$ cat src/rtl/usb_irq_mask_pkg.sv
// Package: shared constants for the interrupt enable set/clear controller.
// Assumes a 32-bit register width with the master enable in the top bit.
package usb_irq_mask_pkg;
    localparam int          REG_W      = 32;
    localparam int          MASTER_BIT = 31;
    // Implemented interrupt sources: bit 30 and bits 6..0.
    localparam logic [31:0] SRC_BITS   = 32'h4000_007F;
    // Mask bits that exist: sources plus the master enable.
    localparam logic [31:0] MASK_BITS  = SRC_BITS | (32'h1 << MASTER_BIT);

    typedef enum logic {
        RD_STATUS = 1'b0,
        RD_ENABLE = 1'b1
    } rd_sel_e;
endpackage

$ cat src/rtl/irq_enable_reg.sv
// Module: irq_enable_reg
// Holds the interrupt enable mask. Software reaches it only through a
// write-1-to-set port and a write-1-to-clear port. Clear wins a collision.
// Assumes: IMPL_MASK marks the bits that exist; all other bits are
// constant 0 and have no storage.
module irq_enable_reg #(
    parameter int          W         = 32,
    parameter logic [W-1:0] IMPL_MASK = '1
) (
    input  logic         clk,
    input  logic         rst_n,
    input  logic         set_we,
    input  logic [W-1:0] set_data,
    input  logic         clr_we,
    input  logic [W-1:0] clr_data,
    output logic [W-1:0] mask_q
);
    localparam logic [W-1:0] UNIMPL = ~IMPL_MASK;

    for (genvar b = 0; b < W; b++) begin : g_bit
        if (IMPL_MASK[b]) begin : g_impl
            logic bit_q;
            // Per-bit update: reset, then clear priority, then set.
            always_ff @(posedge clk) begin
                if (!rst_n)                    bit_q <= 1'b0;
                else if (clr_we && clr_data[b]) bit_q <= 1'b0;
                else if (set_we && set_data[b]) bit_q <= 1'b1;
            end
            assign mask_q[b] = bit_q;
        end else begin : g_rsvd
            assign mask_q[b] = 1'b0;
        end
    end

    // Clear port bits are zero after the edge.
    assert_clear_takes_R3: assert property (@(posedge clk) disable iff (!rst_n)
        clr_we |=> ((mask_q & $past(clr_data)) == '0));

    // Set-only bits become one after the edge.
    assert_set_takes_R2: assert property (@(posedge clk) disable iff (!rst_n)
        (set_we && !clr_we) |=> ((mask_q & $past(set_data & IMPL_MASK)) == $past(set_data & IMPL_MASK)));

    // With no write, the mask holds.
    assert_hold_R2: assert property (@(posedge clk) disable iff (!rst_n)
        (!set_we && !clr_we) |=> $stable(mask_q));

    // Reserved positions never read as one.
    assert_rsvd_zero_R5: assert property (@(posedge clk) disable iff (!rst_n)
        (mask_q & UNIMPL) == '0);
endmodule

$ cat src/rtl/irq_status_reg.sv
// Module: irq_status_reg
// Interrupt status register. Event pulses set bits, and software clears
// bits by writing ones. An event in the same cycle as a clear wins.
// Assumes: events are single-cycle pulses from the controller core.
module irq_status_reg #(
    parameter int          W         = 32,
    parameter logic [W-1:0] IMPL_MASK = '1
) (
    input  logic         clk,
    input  logic         rst_n,
    input  logic [W-1:0] evt,
    input  logic         clr_we,
    input  logic [W-1:0] clr_data,
    output logic [W-1:0] status_q
);
    localparam logic [W-1:0] UNIMPL = ~IMPL_MASK;

    for (genvar b = 0; b < W; b++) begin : g_bit
        if (IMPL_MASK[b]) begin : g_impl
            logic bit_q;
            // Per-bit update: reset, then event priority, then clear.
            always_ff @(posedge clk) begin
                if (!rst_n)                     bit_q <= 1'b0;
                else if (evt[b])                bit_q <= 1'b1;
                else if (clr_we && clr_data[b]) bit_q <= 1'b0;
            end
            assign status_q[b] = bit_q;
        end else begin : g_rsvd
            assign status_q[b] = 1'b0;
        end
    end

    // Events on implemented bits are captured.
    assert_evt_sets_R7: assert property (@(posedge clk) disable iff (!rst_n)
        |(evt & IMPL_MASK) |=> ((status_q & $past(evt & IMPL_MASK)) == $past(evt & IMPL_MASK)));

    // Cleared bits without an event drop.
    assert_w1c_R8: assert property (@(posedge clk) disable iff (!rst_n)
        clr_we |=> ((status_q & $past(clr_data & ~evt)) == '0));

    // Reserved positions stay zero.
    assert_rsvd_zero_R5: assert property (@(posedge clk) disable iff (!rst_n)
        (status_q & UNIMPL) == '0);
endmodule

$ cat src/rtl/irq_request_gen.sv
// Module: irq_request_gen
// Produces the registered interrupt request from status, enable mask and
// the master enable bit.
// Assumes: the status register holds no bit at MASTER_BIT.
module irq_request_gen #(
    parameter int W          = 32,
    parameter int MASTER_BIT = 31
) (
    input  logic         clk,
    input  logic         rst_n,
    input  logic [W-1:0] status,
    input  logic [W-1:0] enable,
    output logic         irq_q
);
    logic pending;

    // Any enabled source currently flagged.
    always_comb pending = |(status & enable);

    // Register the gated request.
    always_ff @(posedge clk) begin
        if (!rst_n) irq_q <= 1'b0;
        else        irq_q <= pending && enable[MASTER_BIT];
    end

    // Master off in the prior cycle means no request now.
    assert_master_gate_R6: assert property (@(posedge clk) disable iff (!rst_n)
        !$past(enable[MASTER_BIT]) |-> !irq_q);

    // Request follows the previous cycle's condition.
    assert_irq_lag_R9: assert property (@(posedge clk) disable iff (!rst_n)
        irq_q == $past(enable[MASTER_BIT] && |(status & enable)));
endmodule

$ cat src/rtl/usb_irq_mask_ctrl.sv
// Module: usb_irq_mask_ctrl (top)
// Interrupt enable set/clear controller. It ties together the enable mask,
// the status register and the request generator, and provides a
// combinational read mux.
// Assumes: synchronous active-low reset held for at least two clocks.
module usb_irq_mask_ctrl
    import usb_irq_mask_pkg::*;
(
    input  logic              clk,
    input  logic              rst_n,
    input  logic              en_set_we,
    input  logic [REG_W-1:0]  en_set_data,
    input  logic              en_clr_we,
    input  logic [REG_W-1:0]  en_clr_data,
    input  logic              st_clr_we,
    input  logic [REG_W-1:0]  st_clr_data,
    input  logic [REG_W-1:0]  evt_i,
    input  logic              rd_sel,
    output logic [REG_W-1:0]  rd_data,
    output logic              irq_o
);
    logic [REG_W-1:0] mask_w;
    logic [REG_W-1:0] status_w;

    irq_enable_reg #(.W(REG_W), .IMPL_MASK(MASK_BITS)) u_enable (
        .clk      (clk),
        .rst_n    (rst_n),
        .set_we   (en_set_we),
        .set_data (en_set_data),
        .clr_we   (en_clr_we),
        .clr_data (en_clr_data),
        .mask_q   (mask_w)
    );

    irq_status_reg #(.W(REG_W), .IMPL_MASK(SRC_BITS)) u_status (
        .clk      (clk),
        .rst_n    (rst_n),
        .evt      (evt_i),
        .clr_we   (st_clr_we),
        .clr_data (st_clr_data),
        .status_q (status_w)
    );

    irq_request_gen #(.W(REG_W), .MASTER_BIT(MASTER_BIT)) u_req (
        .clk    (clk),
        .rst_n  (rst_n),
        .status (status_w),
        .enable (mask_w),
        .irq_q  (irq_o)
    );

    // Read mux: select status or mask.
    always_comb begin
        case (rd_sel_e'(rd_sel))
            RD_ENABLE: rd_data = mask_w;
            default:   rd_data = status_w;
        endcase
    end

    // Reset leaves everything clear.
    assert_reset_clear_R1: assert property (@(posedge clk)
        !$past(rst_n) && !rst_n |-> (mask_w == '0 && status_w == '0 && !irq_o));
endmodule

$ cat config.mk
export PLATFORM = sky130hd
export DESIGN_NAME = usb_irq_mask_ctrl
export DESIGN_NICKNAME = d
export VERILOG_FILES = /design/src/rtl/usb_irq_mask_pkg.sv /design/src/rtl/irq_enable_reg.sv /design/src/rtl/irq_status_reg.sv /design/src/rtl/irq_request_gen.sv /design/src/rtl/usb_irq_mask_ctrl.sv
export SDC_FILE = /design/constraint.sdc
export NUM_CORES = 1
export LEC_CHECK = 0
export ABC_AREA = 1
export ABC_CLOCK_PERIOD_IN_PS = 800
export CORE_ASPECT_RATIO = 1.5
export CORE_MARGIN = 5
export CORE_UTILIZATION = 22
export CTS_CLUSTER_SIZE = 12
export DETAILED_ROUTE_END_ITERATION = 8
export MAX_ROUTING_LAYER = met4
export PLACE_DENSITY_LB_ADDON = 0.15
export SYNTH_ARGS = -nofsm -noshare
export SYNTH_HDL_FRONTEND = slang
export SYNTH_SLANG_ARGS = --single-unit
$ cat constraint.sdc
create_clock -name clk -period 0.8 [get_ports clk]
set_input_delay 0.08 -clock clk [delete_from_list [all_inputs] [get_ports clk]]
set_output_delay 0.08 -clock clk [all_outputs]
set_load 0.01 [all_outputs]
# After elaboration in Yosys (flattened, before gate mapping)

Cells that the tools add are included.
Widths: inputs -> output; s select.

Register bits: 18
Bits of input ports: 134
Output and inout port bits: 33
Logic and storage cells: 82

Mux-type cells: 17
Bitwise gates (word level): 2
Reduce and logical (&&, ||, !) cells: 45

Operator list:

| kind              | count |
|---|---|
| $and 31x32->32    | 1 |
| $mux 32           | 1 |
| $reduce_or 32->1  | 1 |
| $logic_and 1x1->1 | 27 |
| $reduce_or 2->1   | 9 |
| $mux 1            | 16 |
| $reduce_bool 2->1 | 8 |
| $not 1->1         | 1 |

# Logic depth before layout (Yosys ltp)

Gate-level depths: netlist (run 1).

Depth in word-level cells: 3
Depth in mapped cells: 4
Mapped depth without buffers: 4

# By module

A second synthesis (run 1) with hierarchy kept.

Cells, all modules: 325
Area total of the unflattened synthesis: 1919.3 um2

Modules (own cells, without submodules):

| module            | times used | cells each | area an instance (um2) | sequential area each (um2) |
|---|---|---|---|---|
| irq_enable_reg    | 1          | 81         | 610.6                  | 180.2 |
| irq_status_reg    | 1          | 75         | 553.0                  | 160.2 |
| usb_irq_mask_ctrl | 1          | 104        | 491.7                  | 0.0 |
| irq_request_gen   | 1          | 65         | 264.0                  | 20.0 |

# Worst setup path before layout (run 1)

Ideal clock, no wire load.

Path kind: register to register
Start point: register u_status.g_bit[6].g_impl.bit_q
End point: register u_req.irq_q
Library setup time: 0.117 ns
Arrival: 0.537 ns
Data required time: 0.683 ns
Setup slack: 0.145 ns
Cell stages (with the launch flop): 5
Buffers on the path: 0
Period minus slack after synthesis: 0.655 ns
Cells stage by stage: dfxtp_1 > nand2_1 > nand2_1 > nor2_1 > a21oi_1

Word-level cells in the longest chain between the ends: 3

RTL lines:

| what                     | line                  | RTL |
|---|---|---|
| start: declaration       | irq_status_reg.sv:20  | `logic bit_q;` |
| start signal: assignment | irq_status_reg.sv:23  | `if (!rst_n) bit_q <= 1'b0;` |
| start signal: assignment | irq_status_reg.sv:24  | `else if (evt[b]) bit_q <= 1'b1;` |
| start signal: assignment | irq_status_reg.sv:25  | `else if (clr_we && clr_data[b]) bit_q <= 1'b0;` |
| $and 31x32->32           | irq_request_gen.sv:18 | `always_comb pending = \|(status & enable);` |
| $reduce_or 32->1         | irq_request_gen.sv:18 |  |
| $logic_and 1x1->1        | irq_request_gen.sv:23 | `else irq_q <= pending && enable[MASTER_BIT];` |
| end signal: assignment   | irq_request_gen.sv:23 |  |
| end: declaration         | irq_request_gen.sv:13 | `output logic irq_q` |

Every way passes these cells.
A chain may end at the register's enable or synchronous reset.

# Worst setup path in the final report (run 1)

Start point: register u_status.g_bit[3].g_impl.bit_q
End point: output rd_data[3]

Word-level cells in the longest chain between the ends: 1

RTL lines:

| what                     | line                    | RTL |
|---|---|---|
| start: declaration       | irq_status_reg.sv:20    |  |
| start signal: assignment | irq_status_reg.sv:23    |  |
| start signal: assignment | irq_status_reg.sv:24    |  |
| start signal: assignment | irq_status_reg.sv:25    |  |
| $mux 32                  | usb_irq_mask_ctrl.sv:54 | `case (rd_sel_e'(rd_sel))` |
| end: declaration         | usb_irq_mask_ctrl.sv:19 | `output logic [REG_W-1:0] rd_data,` |

Every way passes these cells.

==> impl_metrics.ini, run 1 <==
[status]
status = finished, violations left
failed_checks = setup timing

[worst_setup_path]
worst_ep_required_time_ns = 0.72
worst-setup-path-type = reg -> out
crit_chain = mux2_4, buf_6
max_stage_delay_ns = 0.33
crit_path_end_kind = output pin
worst_ep_arrival_time_ns = 0.96
worstSetupStartpointType = flip-flop
critical_path.slowest_cell = sky130_fd_sc_hd__dfxtp_2
crit_fanout = 2

[final_layout]
layout.cells.non_filler = 252
antenna_cells = 0
layout_commonest_cell = sky130_fd_sc_hd__clkdlybuf4s50_1
num-fill-cells = 451
final_area_um2 = 1840
drive_above_1_share = 0.353
most-common-layout-cells = 37 x sky130_fd_sc_hd__clkdlybuf4s50_1, 32 x sky130_fd_sc_hd__nand2_1, 23 x sky130_fd_sc_hd__conb_1
syn_to_layout_area_delta_pct = 82.7
design.final.nets = 340

[cts]
clk_transition_reported_paths_ns = 0.07
clock_sinks = 18
clk-insertion-delay-late_ns = 0.25
cts_tree = done
cts-root-buf = sky130_fd_sc_hd__clkbuf_8
clock_buffers_created_by_tritoncts = 3
clockBufferDepth = 2
cts-hold-fix-buffers = 0
h-tree-depth = 1

[flow_run]
max_cap_viol_count = 0

[floorplanning]
floorplan.die.width_um = 65.2
initial_core_util = 0.225
chipHeight_um = 92.9
core-area_um2 = 4470
die_area_um2 = 6060
rows = 30
ios = 167

[sta]
layout_worst_path_cycle_share = 1.30
setup_viol = 10
slew_violations = 0
rsz0062_at_grt = true
skew_ns = 0.00639
fin_ws_ns = -0.243
period_needed_ns = 1.04
hold_ws_ns = 0.304
hold_viol = 0
achievable_freq_ghz = 0.958

[place]
area_after_detailed_placement_um2 = 1650
preCtsSetupSlack_ns = -0.811
placed_cells = 248
gpl.final_weighted_congestion = 0.779
port_buffers = 49
dp.final_hpwl_mm = 2.40

[global_route]
grt_first_pass_wirelength_mm = 4.35
grt-ovfl-total = 0
grt_antenna_before_repair = 0
globalRouteTotalUtil = 0.0949
first_global_vias = 974
grt_max_degree = 11

[drt]
dr_total_vias = 1013
drt_first_pass_iters = 3
drtAntennaViolNets = 0
post_drt_wl_per_cell_um = 11.9
vias_per_cell = 4.02
detail_route.wirelength_mm = 2.99
dr.first_iter.drc_count = 16
drcViolationCount = 0

[min_path]
worstHoldPathType = in -> reg

[yosys]
synth.ff_latch_count = 18
synth.avg_cell_area_um2 = 7.52
synthesis.instances = 134
warnings_from_yosys = 0
synth_area_um2 = 1010
netlist-cell-type-count = 10
synth_seq_area_share = 0.358

[power]
powerDensity_nw_per_um2 = 1280
p_sw_uw = 599
p_int_uw = 1760
seq_power_share = 0.421
report.power.total_uw = 2360
share_clk_of_total_power = 0.257
power.combinational.fraction = 0.322
sw_frac_of_total = 0.253
p_leak_uw = 0.000914
vdd.ir_drop.worst_v = 0.000468
## layout make-up
class / instances / area, um2 / share of cell area
timing repair buffer: 73 / 771 / 0.419
multi-input combinational: 108 / 584 / 0.317
sequential: 18 / 377 / 0.205
tap: 48 / 60.1 / 0.0326
clock buffer: 3 / 41.3 / 0.0224
inverter: 2 / 7.51 / 0.00408
## synthesized netlist by cell type, drive strengths merged
master / number / share of area
buf: 28 / 0.20
nor2: 19 / 0.071
a21oi: 18 / 0.089
dfxtp: 18 / 0.36
inv: 2 / 0.0075
mux2: 8 / 0.12
nand2: 40 / 0.15
conb: 1 / 0.0037
## power groups by stage
stage | logic [uW] | registers [uW] | clock network (uW)
after global routing | 821 | 1000 | 654
after floorplan | 343 | 1000 | 0
after detailed placement | 675 | 1000 | 0
after global placement | 669 | 1000 | 0
after CTS | 708 | 985 | 625
final | 761 | 995 | 608
## repair_timing
item	CTS	global route
pin swaps	0	9
endpoints found under the setup margin	11	18
gates resized for setup	56	39
buffers inserted	0	0
cloned	1	0
## per-layer routing
| metal | wire [um] | vias to the layer above | global-route usage | part of all wire |
|---|---|---|---|---|
| li1 | - | 520 | - | - |
| met5 | 0 | - | - | 0 |
| met2 | 1540 | 53 | 0.159 | 0.52 |
| met4 | 67 | 0 | 0.0502 | 0.022 |
| met1 | 1090 | 434 | 0.0997 | 0.36 |
| met3 | 292 | 6 | 0.0267 | 0.098 |
## worst paths after layout
check	from	to	slack, ns	cells after the start
max	u_status.g_bit[3].g_impl.bit_q	rd_data[3]	-0.24	2
min	st_clr_we	u_status.g_bit[5].g_impl.bit_q	0.30	5
max reg2reg	u_status.g_bit[4].g_impl.bit_q	u_req.irq_q	-0.03	5
min reg2reg	u_enable.g_bit[1].g_impl.bit_q	u_enable.g_bit[1].g_impl.bit_q	0.57	3
## sequential cells by signal, summed over array words and instances (netlist names)
name / count
u_status.g_bit.g_impl.bit_q: 8
u_req.irq_q: 1
u_enable.g_bit.g_impl.bit_q: 9
## through the flow
stage	TNS, ns	util
finish	-1.98	0.412
global route	-2.23	0.412
CTS	-2.00	0.385
detailed placement	-10.84	0.369
global placement	-10.59	0.369
floorplan	0	-
## logic make-up after synthesis
logic type             share of synthesized area
other                                    0.00372
buffers and inverters                      0.210
AO/OA/AOI/OAI                             0.0894
multiplexers                               0.119
flip-flops                                 0.358
AND/OR/NAND/NOR                            0.220
## worst max-delay path: cells and delay by family, from the launching register on
kind	cells	cell delay [ns]
buf+inv	1	0.12
flops	1	0.33
mux	1	0.27
No activity file was read; power rests on OpenSTA's default activity.
==> run 2: changes to the inputs <==
--- a/config.mk
+++ b/config.mk
@@ -9,11 +9,13 @@
 export ABC_CLOCK_PERIOD_IN_PS = 800
 export CORE_ASPECT_RATIO = 1.5
 export CORE_MARGIN = 5
-export CORE_UTILIZATION = 22
+export CORE_UTILIZATION = 32
 export CTS_CLUSTER_SIZE = 12
 export DETAILED_ROUTE_END_ITERATION = 8
 export MAX_ROUTING_LAYER = met4
 export PLACE_DENSITY_LB_ADDON = 0.15
+export SLEW_MARGIN = 10
 export SYNTH_ARGS = -nofsm -noshare
 export SYNTH_HDL_FRONTEND = slang
+export SYNTH_HIERARCHICAL = 1
 export SYNTH_SLANG_ARGS = --single-unit
==> run 2 against run 1 <==
  * The run still ends with setup timing left
  * Worst hold slack better by 0.048 ns
  * Flip-flop and latch count stayed put
  * Count of clock-buffer cells in the layout is 1 higher
  * Critical path depth is 5 higher
  * First-iteration DRC count is 31% higher
  * Global-route usage is 2.5 points higher
  * Via count is 68% higher
  * Clock power is 26% higher
  * Setup slack better by 0.093 ns
  * Highest routed layer unchanged
  * Total power is 16% higher
==> impl_metrics.ini, run 2 <==
[yosys]
ys.flop_type = sky130_fd_sc_hd__dfxtp_1
netlist-cell-type-count = 14
post_synth_most_frequent_cells = 171 x sky130_fd_sc_hd__nand2_1, 65 x sky130_fd_sc_hd__buf_4, 19 x sky130_fd_sc_hd__nor2_1
synth_seq_area_share = 0.188
post-synth-top-count-cell = sky130_fd_sc_hd__nand2_1
synth_enable_flop_cells = 0
synth_async_sr_flop_share = 0
synth.ff_latch_count = 18
synthesis.instances = 325
top_area_cells_in_the_synthesized_netlist = sky130_fd_sc_hd__nand2_1 33%, sky130_fd_sc_hd__buf_4 25%, sky130_fd_sc_hd__dfxtp_1 19%
yosys.area.top_type = sky130_fd_sc_hd__nand2_1
synth_area_um2 = 1920
synth.avg_cell_area_um2 = 5.91
synth.top_cell.area_share = 0.334
warnings_from_yosys = 6

[drt]
drt_first_pass_iters = 4
detail_route.wirelength_mm = 4.45
drcViolationCount = 0
post_drt_wl_per_cell_um = 10.1
dr_total_vias = 1697
vias_per_cell = 3.84
dr.first_iter.drc_count = 21
drtAntennaViolNets = 0

[worst_setup_path]
worstSetupStartpointType = flip-flop
crit_path_end_kind = flip-flop
setup.reg_to_reg.worst_slack_ns = -0.15
r2r-start = u_status/g_bit[30].g_impl.bit_q
worst_ep_required_time_ns = 0.95
worst_ep_arrival_time_ns = 1.10
crit-reg2reg-capture = u_req/irq_q
crit_fanout = 2
reg2regPathDepth = 7
origin_of_the_worst_setup_path = u_status/g_bit[30].g_impl.bit_q
worst-setup-path-type = reg -> reg

[global_route]
grt_max_degree = 14
grt_antenna_before_repair = 0
grt-ovfl-total = 0
grt_first_pass_wirelength_mm = 7.04
first_global_vias = 1540
globalRouteTotalUtil = 0.120

[sta]
hold_viol = 0
skew_ns = 0.00152
period_needed_ns = 0.951
rsz0062_at_grt = true
achievable_freq_ghz = 1.05
fin_ws_ns = -0.151
finalSetupTns_ns = -1.11
setup_viol = 10
slew_violations = 0
layout_worst_path_cycle_share = 1.19

[final_layout]
most-common-layout-cells = 163 x sky130_fd_sc_hd__nand2_1, 47 x sky130_fd_sc_hd__conb_1, 38 x sky130_fd_sc_hd__clkdlybuf4s50_1
syn_to_layout_area_delta_pct = 24.4
registers_with_the_most_flip_flops = u_enable/g_bit.g_impl.bit_q x9, u_status/g_bit.g_impl.bit_q x8, u_req/irq_q x1
drive_above_1_share = 0.224
layout_commonest_cell = sky130_fd_sc_hd__nand2_1
antenna_cells = 0
largest_register_ffs = 9
registers.top_by_ff_count = u_enable/g_bit.g_impl.bit_q
num-fill-cells = 645
design.final.nets = 505

[cts]
cts-root-buf = sky130_fd_sc_hd__clkbuf_8
cts_tree = done
clk-insertion-delay-late_ns = 0.26
clockBufferDepth = 2
h-tree-depth = 1
clock_buffers_created_by_tritoncts = 3
clock_sinks = 18
clk_transition_reported_paths_ns = 0.07

[min_path]
holdPathStages = 3
min-delay-start = evt_i[2]
worstHoldPathType = in -> reg
worst_hold_path.endpoint = u_status/g_bit[2].g_impl.bit_q

[floorplanning]
floorplan.die.width_um = 73.2
die_area_um2 = 7680
chipHeight_um = 105
rows = 34
initial_core_util = 0.329
core-area_um2 = 5830
ios = 167

[power]
p_leak_uw = 0.00139
vdd.ir_drop.worst_v = 0.000744
powerDensity_nw_per_um2 = 1150

[place]
preCtsSetupSlack_ns = -0.725
gpl.final_weighted_congestion = 0.723
dp.final_hpwl_mm = 3.68
port_buffers = 49

[status]
status = finished, violations left
failed_checks = setup timing

[flow_run]
max_cap_viol_count = 0
==> run 2: changes by cell type in the layout (fill, tap and decap cells not counted), moves of 2 or more <==
| cell | before | now |
|---|---|---|
| sky130_fd_sc_hd__nand2_1 | 32 | 163 |
| sky130_fd_sc_hd__buf_2 | 2 | 6 |
| sky130_fd_sc_hd__conb_1 | 23 | 47 |
| sky130_fd_sc_hd__nor2_2 | 1 | 3 |
| sky130_fd_sc_hd__nand2_4 | 5 | 0 |
| sky130_fd_sc_hd__dfxtp_2 | 13 | 17 |
| sky130_fd_sc_hd__a21oi_1 | 15 | 13 |
| sky130_fd_sc_hd__nand2_2 | 3 | 20 |
| sky130_fd_sc_hd__dfxtp_1 | 5 | 1 |
| sky130_fd_sc_hd__buf_6 | 18 | 6 |
| sky130_fd_sc_hd__mux2_4 | 8 | 0 |
| sky130_fd_sc_hd__inv_1 | 2 | 9 |
| sky130_fd_sc_hd__buf_4 | 11 | 15 |
| sky130_fd_sc_hd__a21oi_2 | 3 | 5 |
==> run 2: per-stage QoR <==
stage	power [uW]	hold slack, ns	std cells	cell area (um2)	util
floorplan	1800	0.203	370	2120	-
global placement	1920	0.456	435	2250	0.386
CTS	2690	0.351	441	2320	0.398
global route	2920	0.374	442	2390	0.410
detailed placement	1920	0.463	435	2250	0.386
finish	2740	0.352	442	2390	0.410
==> run 2: worst max-delay path: stages, from the launching register on <==
cell and delay, ns:
sky130_fd_sc_hd__dfxtp_2 0.33, sky130_fd_sc_hd__buf_6 0.11, sky130_fd_sc_hd__nand2_2 0.05, sky130_fd_sc_hd__nand2_1 0.05
sky130_fd_sc_hd__nor2_1 0.08, sky130_fd_sc_hd__nand2_1 0.07, sky130_fd_sc_hd__nor2_2 0.08, sky130_fd_sc_hd__a21oi_1 0.07
==> run 2: cell type report <==
cell class | instances | area [um2] | area share
clock buffers | 4 | 55.1 | 0.0231
repair buffers | 71 | 714 | 0.299
multi-input cells | 267 | 1100 | 0.461
inverters | 10 | 45.0 | 0.0189
flip-flops and latches | 18 | 382 | 0.160
well taps | 72 | 90.1 | 0.0377
==> run 2: what timing repair did <==
item	4_1_cts	5_1_grt
cloned	1	0
hold buffers	0	0
pin swaps	20	8
setup buffers	1	1
resized for setup	57	17
setup endpoints to repair	11	12
==> run 2: logic make-up (layout without fill, tap and decap cells) <==
family,Yosys count,in the layout,share of synthesized area
buf+inv,85,85,0.347
other cells,2,47,0.00391
flops,18,18,0.188
simple gates,202,202,0.411
compound gates,18,18,0.0509
==> run 2: worst max path at each step <==
stage / endpoint / slack, ns
2_1_floorplan: u_req/irq_q / -0.08
3_3_place_gp: rd_data[30] / -0.74
3_5_place_dp: rd_data[30] / -0.73
4_1_cts: u_req/irq_q / -0.21
5_1_grt: u_req/irq_q / -0.26
6_report: u_req/irq_q / -0.15
==> run 2: power breakdown <==
group          switching [uW]  total, uW  internal [uW]
clock                     326        764            438
sequential               46.5       1010            964
combinational             478        963            486
==> run 2: routing by layer <==
| metal | share of wire | GRT usage | wire (um) | vias to the layer above |
|---|---|---|---|---|
| met5 | 0 | - | 0 | - |
| met1 | 0.42 | 0.138 | 1880 | 670 |
| met2 | 0.47 | 0.203 | 2080 | 58 |
| met3 | 0.096 | 0.0269 | 427 | 7 |
| met4 | 0.014 | 0.0356 | 63 | 0 |
| li1 | - | - | - | 962 |
